**config.mk**
```make
export PLATFORM = sky130hd
export DESIGN_NAME = codec_in_serializer
export DESIGN_NICKNAME = d
export VERILOG_FILES = /design/src/rtl/cif_pkg.sv /design/src/rtl/cif_bitclk.sv /design/src/rtl/cif_seq.sv /design/src/rtl/cif_packer.sv /design/src/rtl/codec_in_serializer.sv
export SDC_FILE = /design/constraint.sdc
export NUM_CORES = 1
export LEC_CHECK = 0
export ABC_AREA = 0
export ABC_CLOCK_PERIOD_IN_PS = 2700
export BUFFER_PORTS_ARGS = -buffer_cell sky130_fd_sc_hd__buf_2
export CORE_ASPECT_RATIO = 0.75
export CORE_MARGIN = 3
export CORE_UTILIZATION = 54
export DETAILED_ROUTE_END_ITERATION = 10
export GPL_TIMING_DRIVEN = 0
export PLACE_DENSITY = 0.91
export SLEW_MARGIN = 5
export SYNTH_ARGS = -nofsm -noshare
export SYNTH_HDL_FRONTEND = slang
export SYNTH_SLANG_ARGS = --single-unit
```
**constraint.sdc**
```tcl
create_clock -name clk -period 2.7 [get_ports clk]
set_input_delay 0.135 -clock clk [delete_from_list [all_inputs] [get_ports clk]]
set_output_delay 0.135 -clock clk [all_outputs]
set_load 0.05 [all_outputs]
```
**src/rtl/cif_pkg.sv**
```systemverilog
package cif_pkg;
  localparam int TAG_W      = 16;
  localparam int SLOT_W     = 20;
  localparam int NUM_SLOTS  = 13;
  localparam int IDX_W      = 7;
  localparam int REG_W      = 16;
  localparam int SMP_W      = 18;
  localparam int SLOT_IW    = $clog2(NUM_SLOTS);
  localparam int BIT_IW     = $clog2(SLOT_W);

  typedef struct packed {
    logic              ready;
    logic              stat_v;
    logic [IDX_W-1:0]  stat_addr;
    logic [REG_W-1:0]  stat_data;
    logic              left_v;
    logic [SMP_W-1:0]  left;
    logic              right_v;
    logic [SMP_W-1:0]  right;
  } frame_in_t;

  // Tag: ready, then one valid flag per slot 1..4; slots 5..12 never flagged.
  function automatic logic [TAG_W-1:0] tag_word(input frame_in_t f);
    logic [TAG_W-1:0] t;
    t = '0;
    if (f.ready)
      t = {1'b1, f.stat_v, f.stat_v, f.left_v, f.right_v, {(TAG_W-5){1'b0}}};
    return t;
  endfunction

  // 20-bit content of a slot, left-justified, zero filled.
  function automatic logic [SLOT_W-1:0] slot_word(input frame_in_t f,
                                                   input logic [SLOT_IW-1:0] s);
    logic [SLOT_W-1:0] w;
    w = '0;
    if (f.ready) begin
      case (s)
        SLOT_IW'(0): w[TAG_W-1:0] = tag_word(f);
        SLOT_IW'(1): if (f.stat_v)
                       w = {1'b0, f.stat_addr, {(SLOT_W-1-IDX_W){1'b0}}};
        SLOT_IW'(2): if (f.stat_v)  w = {f.stat_data, {(SLOT_W-REG_W){1'b0}}};
        SLOT_IW'(3): if (f.left_v)  w = {f.left,  {(SLOT_W-SMP_W){1'b0}}};
        SLOT_IW'(4): if (f.right_v) w = {f.right, {(SLOT_W-SMP_W){1'b0}}};
        default:     w = '0;
      endcase
    end
    return w;
  endfunction
endpackage

```
**src/rtl/cif_bitclk.sv**
```systemverilog
module cif_bitclk #(
  parameter int BCLK_HALF = 2
) (
  input  logic clk,
  input  logic rst_n,
  input  logic hold_i,
  output logic bclk_o,
  output logic rise_o
);
  localparam int CW = (BCLK_HALF > 1) ? $clog2(BCLK_HALF) : 1;
  localparam logic [CW-1:0] LAST = CW'(BCLK_HALF - 1);

  logic [CW-1:0] cnt_q;
  logic          edge_due;

  assign edge_due = (cnt_q == LAST);
  assign rise_o   = edge_due && !bclk_o && !hold_i;

  always_ff @(posedge clk or negedge rst_n) begin
    if (!rst_n) begin
      cnt_q  <= '0;
      bclk_o <= 1'b0;
    end else if (hold_i) begin
      cnt_q  <= '0;
      bclk_o <= 1'b0;
    end else if (edge_due) begin
      cnt_q  <= '0;
      bclk_o <= ~bclk_o;
    end else begin
      cnt_q  <= cnt_q + CW'(1);
    end
  end


  rise_high_chk: assert property (@(posedge clk) disable iff (!rst_n)
    rise_o |=> bclk_o);


  half_stable_chk: assert property (@(posedge clk) disable iff (!rst_n)
    (!hold_i && !edge_due) |=> $stable(bclk_o));
endmodule

```
**src/rtl/cif_seq.sv**
```systemverilog
module cif_seq
  import cif_pkg::*;
(
  input  logic               clk,
  input  logic               rst_n,
  input  logic               step_i,
  input  logic               restart_i,
  input  logic               kill_i,
  output logic               active_o,
  output logic [SLOT_IW-1:0] slot_o,
  output logic [BIT_IW-1:0]  bit_o
);
  localparam logic [SLOT_IW-1:0] LAST_SLOT = SLOT_IW'(NUM_SLOTS - 1);
  localparam logic [BIT_IW-1:0]  TAG_TOP   = BIT_IW'(TAG_W - 1);
  localparam logic [BIT_IW-1:0]  SLOT_TOP  = BIT_IW'(SLOT_W - 1);

  logic frame_end;
  assign frame_end = active_o && (slot_o == LAST_SLOT) && (bit_o == '0);

  always_ff @(posedge clk or negedge rst_n) begin
    if (!rst_n) begin
      active_o <= 1'b0;
      slot_o   <= '0;
      bit_o    <= '0;
    end else if (kill_i) begin
      active_o <= 1'b0;
    end else if (step_i) begin
      if (restart_i) begin
        active_o <= 1'b1;
        slot_o   <= '0;
        bit_o    <= TAG_TOP;
      end else if (active_o) begin
        if (bit_o == '0) begin
          if (slot_o == LAST_SLOT) begin
            active_o <= 1'b0;
          end else begin
            slot_o <= slot_o + SLOT_IW'(1);
            bit_o  <= SLOT_TOP;
          end
        end else begin
          bit_o <= bit_o - BIT_IW'(1);
        end
      end
    end
  end


  pos_range_chk: assert property (@(posedge clk) disable iff (!rst_n)
    active_o |-> (slot_o <= LAST_SLOT &&
                  bit_o <= ((slot_o == '0) ? TAG_TOP : SLOT_TOP)));


  frame_end_chk: assert property (@(posedge clk) disable iff (!rst_n)
    (step_i && !restart_i && !kill_i && frame_end) |=> !active_o);
endmodule

```
**src/rtl/cif_packer.sv**
```systemverilog
module cif_packer
  import cif_pkg::*;
(
  input  frame_in_t          frm_i,
  input  logic [SLOT_IW-1:0] slot_i,
  input  logic [BIT_IW-1:0]  bit_i,
  output logic               bit_o
);
  logic [SLOT_W-1:0] words [NUM_SLOTS];
  logic [SLOT_W-1:0] cur_word;

  for (genvar g = 0; g < NUM_SLOTS; g++) begin : g_slot
    assign words[g] = slot_word(frm_i, SLOT_IW'(g));
  end

  assign cur_word = (int'(slot_i) < NUM_SLOTS) ? words[slot_i] : '0;
  assign bit_o    = (int'(bit_i) < SLOT_W) ? cur_word[bit_i] : 1'b0;
endmodule

```
**src/rtl/codec_in_serializer.sv**
```systemverilog
module codec_in_serializer
  import cif_pkg::*;
#(
  parameter int              BCLK_HALF = 2,
  parameter logic [6:0]      PD_ADDR   = 7'h26,
  parameter int              PD_BIT    = 12
) (
  input  logic        clk,
  input  logic        rst_n,
  input  logic        sync_i,
  input  logic        codec_ready_i,
  input  logic        stat_valid_i,
  input  logic [6:0]  stat_addr_i,
  input  logic [15:0] stat_data_i,
  input  logic        left_valid_i,
  input  logic [17:0] left_i,
  input  logic        right_valid_i,
  input  logic [17:0] right_i,
  input  logic        pwr_wr_i,
  input  logic [6:0]  pwr_addr_i,
  input  logic [15:0] pwr_data_i,
  output logic        bit_clk_o,
  output logic        sdata_o
);
  frame_in_t          live_in;
  frame_in_t          frm_q;
  logic               rise_evt;
  logic               sync_q;
  logic               sync_rise;
  logic               pd_q;
  logic               pd_hit;
  logic               seq_active;
  logic [SLOT_IW-1:0] seq_slot;
  logic [BIT_IW-1:0]  seq_bit;
  logic               pack_bit;

  always_comb begin
    live_in.ready     = codec_ready_i;
    live_in.stat_v    = stat_valid_i;
    live_in.stat_addr = stat_addr_i;
    live_in.stat_data = stat_data_i;
    live_in.left_v    = left_valid_i;
    live_in.left      = left_i;
    live_in.right_v   = right_valid_i;
    live_in.right     = right_i;
  end

  assign sync_rise = rise_evt && sync_i && !sync_q;
  assign pd_hit    = pwr_wr_i && (pwr_addr_i == PD_ADDR) && pwr_data_i[PD_BIT];

  cif_bitclk #(.BCLK_HALF(BCLK_HALF)) u_bclk (
    .clk    (clk),
    .rst_n  (rst_n),
    .hold_i (pd_q),
    .bclk_o (bit_clk_o),
    .rise_o (rise_evt)
  );

  cif_seq u_seq (
    .clk       (clk),
    .rst_n     (rst_n),
    .step_i    (rise_evt),
    .restart_i (sync_rise),
    .kill_i    (pd_q),
    .active_o  (seq_active),
    .slot_o    (seq_slot),
    .bit_o     (seq_bit)
  );

  cif_packer u_pack (
    .frm_i  (frm_q),
    .slot_i (seq_slot),
    .bit_i  (seq_bit),
    .bit_o  (pack_bit)
  );

  always_ff @(posedge clk or negedge rst_n) begin
    if (!rst_n) begin
      sync_q <= 1'b0;
      frm_q  <= '0;
      pd_q   <= 1'b0;
    end else begin
      if (rise_evt) sync_q <= sync_i;
      if (sync_rise) frm_q <= live_in;
      if (pd_hit) pd_q <= 1'b1;
    end
  end

  // Last bit of the old frame leaves on the same edge that captures the new one.
  always_ff @(posedge clk or negedge rst_n) begin
    if (!rst_n)        sdata_o <= 1'b0;
    else if (pd_q)     sdata_o <= 1'b0;
    else if (rise_evt) sdata_o <= seq_active ? pack_bit : 1'b0;
  end


  pd_blank_chk: assert property (@(posedge clk) disable iff (!rst_n)
    pd_q |=> (!bit_clk_o && !sdata_o));


  pd_sticky_chk: assert property (@(posedge clk) disable iff (!rst_n)
    pd_q |=> pd_q);


  sdata_edge_chk: assert property (@(posedge clk) disable iff (!rst_n)
    (!rise_evt && !pd_q) |=> $stable(sdata_o));


  idle_zero_chk: assert property (@(posedge clk) disable iff (!rst_n)
    (rise_evt && !pd_q && !seq_active) |=> !sdata_o);


  unused_zero_chk: assert property (@(posedge clk) disable iff (!rst_n)
    (rise_evt && !pd_q && seq_active && seq_slot > SLOT_IW'(4)) |=> !sdata_o);


  invalid_stat_chk: assert property (@(posedge clk) disable iff (!rst_n)
    (rise_evt && !pd_q && seq_active && !frm_q.stat_v &&
     (seq_slot == SLOT_IW'(1) || seq_slot == SLOT_IW'(2))) |=> !sdata_o);
endmodule

```
==> results.yml <==
layout:
  num-nets-final: 552
  antenna_cells: 0
  nFillCells: 521
  fin_util: 0.715
  area_growth_pct: 26.6
  fin_area_um2: 4960
  drive_gt1_frac: 0.373
  stdcell_count: 562
route:
  drc_errors: 0
  drtIter0Drc: 259
  avgRoutedWirePerCell_um: 18.2
  drtAntennaViolNets: 0
  num_vias: 3345
  viasPerCell: 5.95
  drt-total-wl_um: 10200
  dr.pass1.iters: 5
sta:
  whs_ns: 0.0103
  tightest_slew_ns: 0.702
  period_needed_ns: 2.41
  fmax_mhz: 416
  finalHoldViolCount: 0
  rsz0062_at_grt: "false"
  setup_ws_ns: 0.294
  setup_viol: 0
  slew_headroom: 0.532
  skew_ns: 0.00737
  finalSetupTns_ns: 0
  report.final.slew_viol_count: 0
  post-route-period-util: 0.891
placement:
  preCtsSetupSlack_ns: 0.393
  dp_cells: 520
  dp.final_hpwl_um: 7310
  dpl_cell_area_um2: 4440
  port_buffers: 76
  gp_congestion: 0.945
clock_network:
  cts_hold_buf: 17
  clock_latency_ns: 0.36
  cts_resized: 0
  htree_levels: 3
  cts.path.max_buffers: 2
  clkTransAtPathRegs_ns: 0.08
  cts_buffers: 9
  postCtsSetupRepairBufs: 0
  cts_tree: "done"
  cts_sinks: 78
  clk_root_buffer_cell: "clkbuf_8"
grt:
  grt_use_met2: 0.410
  top_usage_layer: "met2"
  grt_use_total: 0.256
  global_route.usage.met3: 0.0760
  grt_max_degree: 42
  antenna_found_initial: 0
  grt_pass1_vias: 3315
  grt_use_met1: 0.345
  grt_overflow: 0
  grt_pass1_wl_um: 16600
min_path:
  hp-class: "in -> reg"
  worstHoldStart: "right_i[9]"
  hold_depth: 2
critical_path:
  worstSetupPathType: "reg -> reg"
  rr_worst_depth: 7
  endpoint_kind: "flop"
  critPathLaunch: "u_seq.bit_o[0]$_DFFE_PN0P_"
  timing.rr.start: "u_seq.bit_o[0]$_DFFE_PN0P_"
  cp.arrival_ns: 2.65
  crit_path_max_fanout: 10
  start_kind: "flop"
  required_ns: 2.94
synthesis:
  syn_avg_cell_area_um2: 11.3
  yosysTopAreaCell: "dfrtp_1"
  ys_types: 54
  synth_flop_cell: "dfrtp_1"
  synth_top_area_frac: 0.499
  netlist_area_um2: 3910
  synth_warnings: 0
  yosys_register_bits: 78
  synth_edf_count: 0
  ys_seq_area_frac: 0.499
  synth.net_count: 438
  async_reset_ff_frac: 1.00
  netlist_instances: 345
  synth_area_leaders: "dfrtp_1, mux2_2, a21oi_1, nand2_1, o21ai_0"
run_status:
  status: "finished clean"
die:
  start_util: 0.565
  die_area_um2: 8320
  io_pins: 92
  die_h_um: 79.7
  die_x_um: 104
  design.core.area_um2: 6930
  core.rowCount: 26
pwr:
  peakVddDrop_v: 0.000545
  power_density_nw_per_um2: 1100
  power_mw: 5.47
  p_leak_nw: 2.22
run:
  max_cap_violations: 0
cell usage in the layout, fill, tap and decap left out, drive strengths merged, types with 3 or more instances in the layout:
master / instances
bufinv: 3
ha: 3
nand3: 10
mux2: 67
a211oi: 3
and3: 5
a2111oi: 4
nand2b: 7
o21ai: 17
clkbuf: 20
inv: 5
dlygate4sd3: 26
a31oi: 6
o2111ai: 3
nand2: 24
a21oi: 21
nor2b: 4
nor2: 12
buf: 91
nand4: 7
a32oi: 3
dfrtp: 78
a22o: 6
a32o: 3
synthesized netlist by cell type (all sizes together), types with 4 or more instances:
library cell,n
a21oi,21
clkbuf,9
nand2,24
o21ai,17
a22o,6
nor2,12
dfrtp,78
mux2,67
nand2b,7
a31oi,6
nor2b,4
nand3,10
nand4,7
a2111oi,4
buf,14
and3,5
inv,5
where the power goes:
group / total, mW / switching (mW) / leakage, nW / internal [mW]
registers: 2.16 / 0.417 / 0.934 / 1.74
clock network: 1.09 / 0.422 / 0.122 / 0.664
logic: 2.23 / 1.17 / 1.17 / 1.05
sequential cells by signal (all words and copies together), names as in the netlist:
name            flops
u_seq.slot_o        4
u_seq.active_o      1
u_bclk.cnt_q        1
u_bclk.bclk_o       1
sdata_o             1
sync_q              1
pd_q                1
u_seq.bit_o         5
frm_q              63
area by class of cell:
type | count | area (um2) | area share
flip-flops and latches | 78 | 1950 | 0.394
multi-input cells | 238 | 1830 | 0.369
repair buffers | 103 | 663 | 0.134
clock buffers | 11 | 151 | 0.0305
well taps | 98 | 123 | 0.0247
plain buffers | 23 | 113 | 0.0227
clock inverters | 5 | 105 | 0.0212
inverters | 6 | 22.5 | 0.00454
worst paths after layout:
| check | endpoint | slack [ns] |
|---|---|---|
| max in group asynchronous | frm_q[3]$_DFFE_PN0P_ | 1.83 |
| max reg2reg | u_seq.bit_o[3]$_DFFE_PN0P_ | 0.29 |
| min in group asynchronous | u_bclk.bclk_o$_DFFE_PN0N_ | 0.28 |
| min reg2reg | u_bclk.cnt_q$_DFF_PN0_ | 0.48 |
| min | frm_q[9]$_DFFE_PN0P_ | 0.01 |
| max | u_seq.bit_o[3]$_DFFE_PN0P_ | 0.29 |
worst max-delay path, cell delays in order, from the launching register on:
cell and delay [ns]:
dfrtp_1 0.42, clkinv_1 0.31, ha_1 0.38, nand3b_1 0.16
o21ai_0 0.10, a21oi_1 0.55, nand2_1 0.15, a22o_1 0.22
per-layer routing:
| layer | part of all wire | wire length (um) |
|---|---|---|
| met5 | 0 | 0 |
| met4 | 0.014 | 146 |
| met3 | 0.080 | 815 |
| met2 | 0.48 | 4910 |
| met1 | 0.43 | 4370 |
cells by family (layout without fill, tap and decap cells):
kind of cell    after synthesis  after routing  share of synthesized area
compound gates               83             83                      0.146
flops                        78             78                      0.499
mux                          68             68                      0.195
xor+xnor                      2              2                    0.00448
simple gates                 82             82                      0.111
fa+ha+maj                     3              3                    0.00959
buf+inv                      29            148                     0.0345
Note: power is estimated with default switching activity, not from simulation.
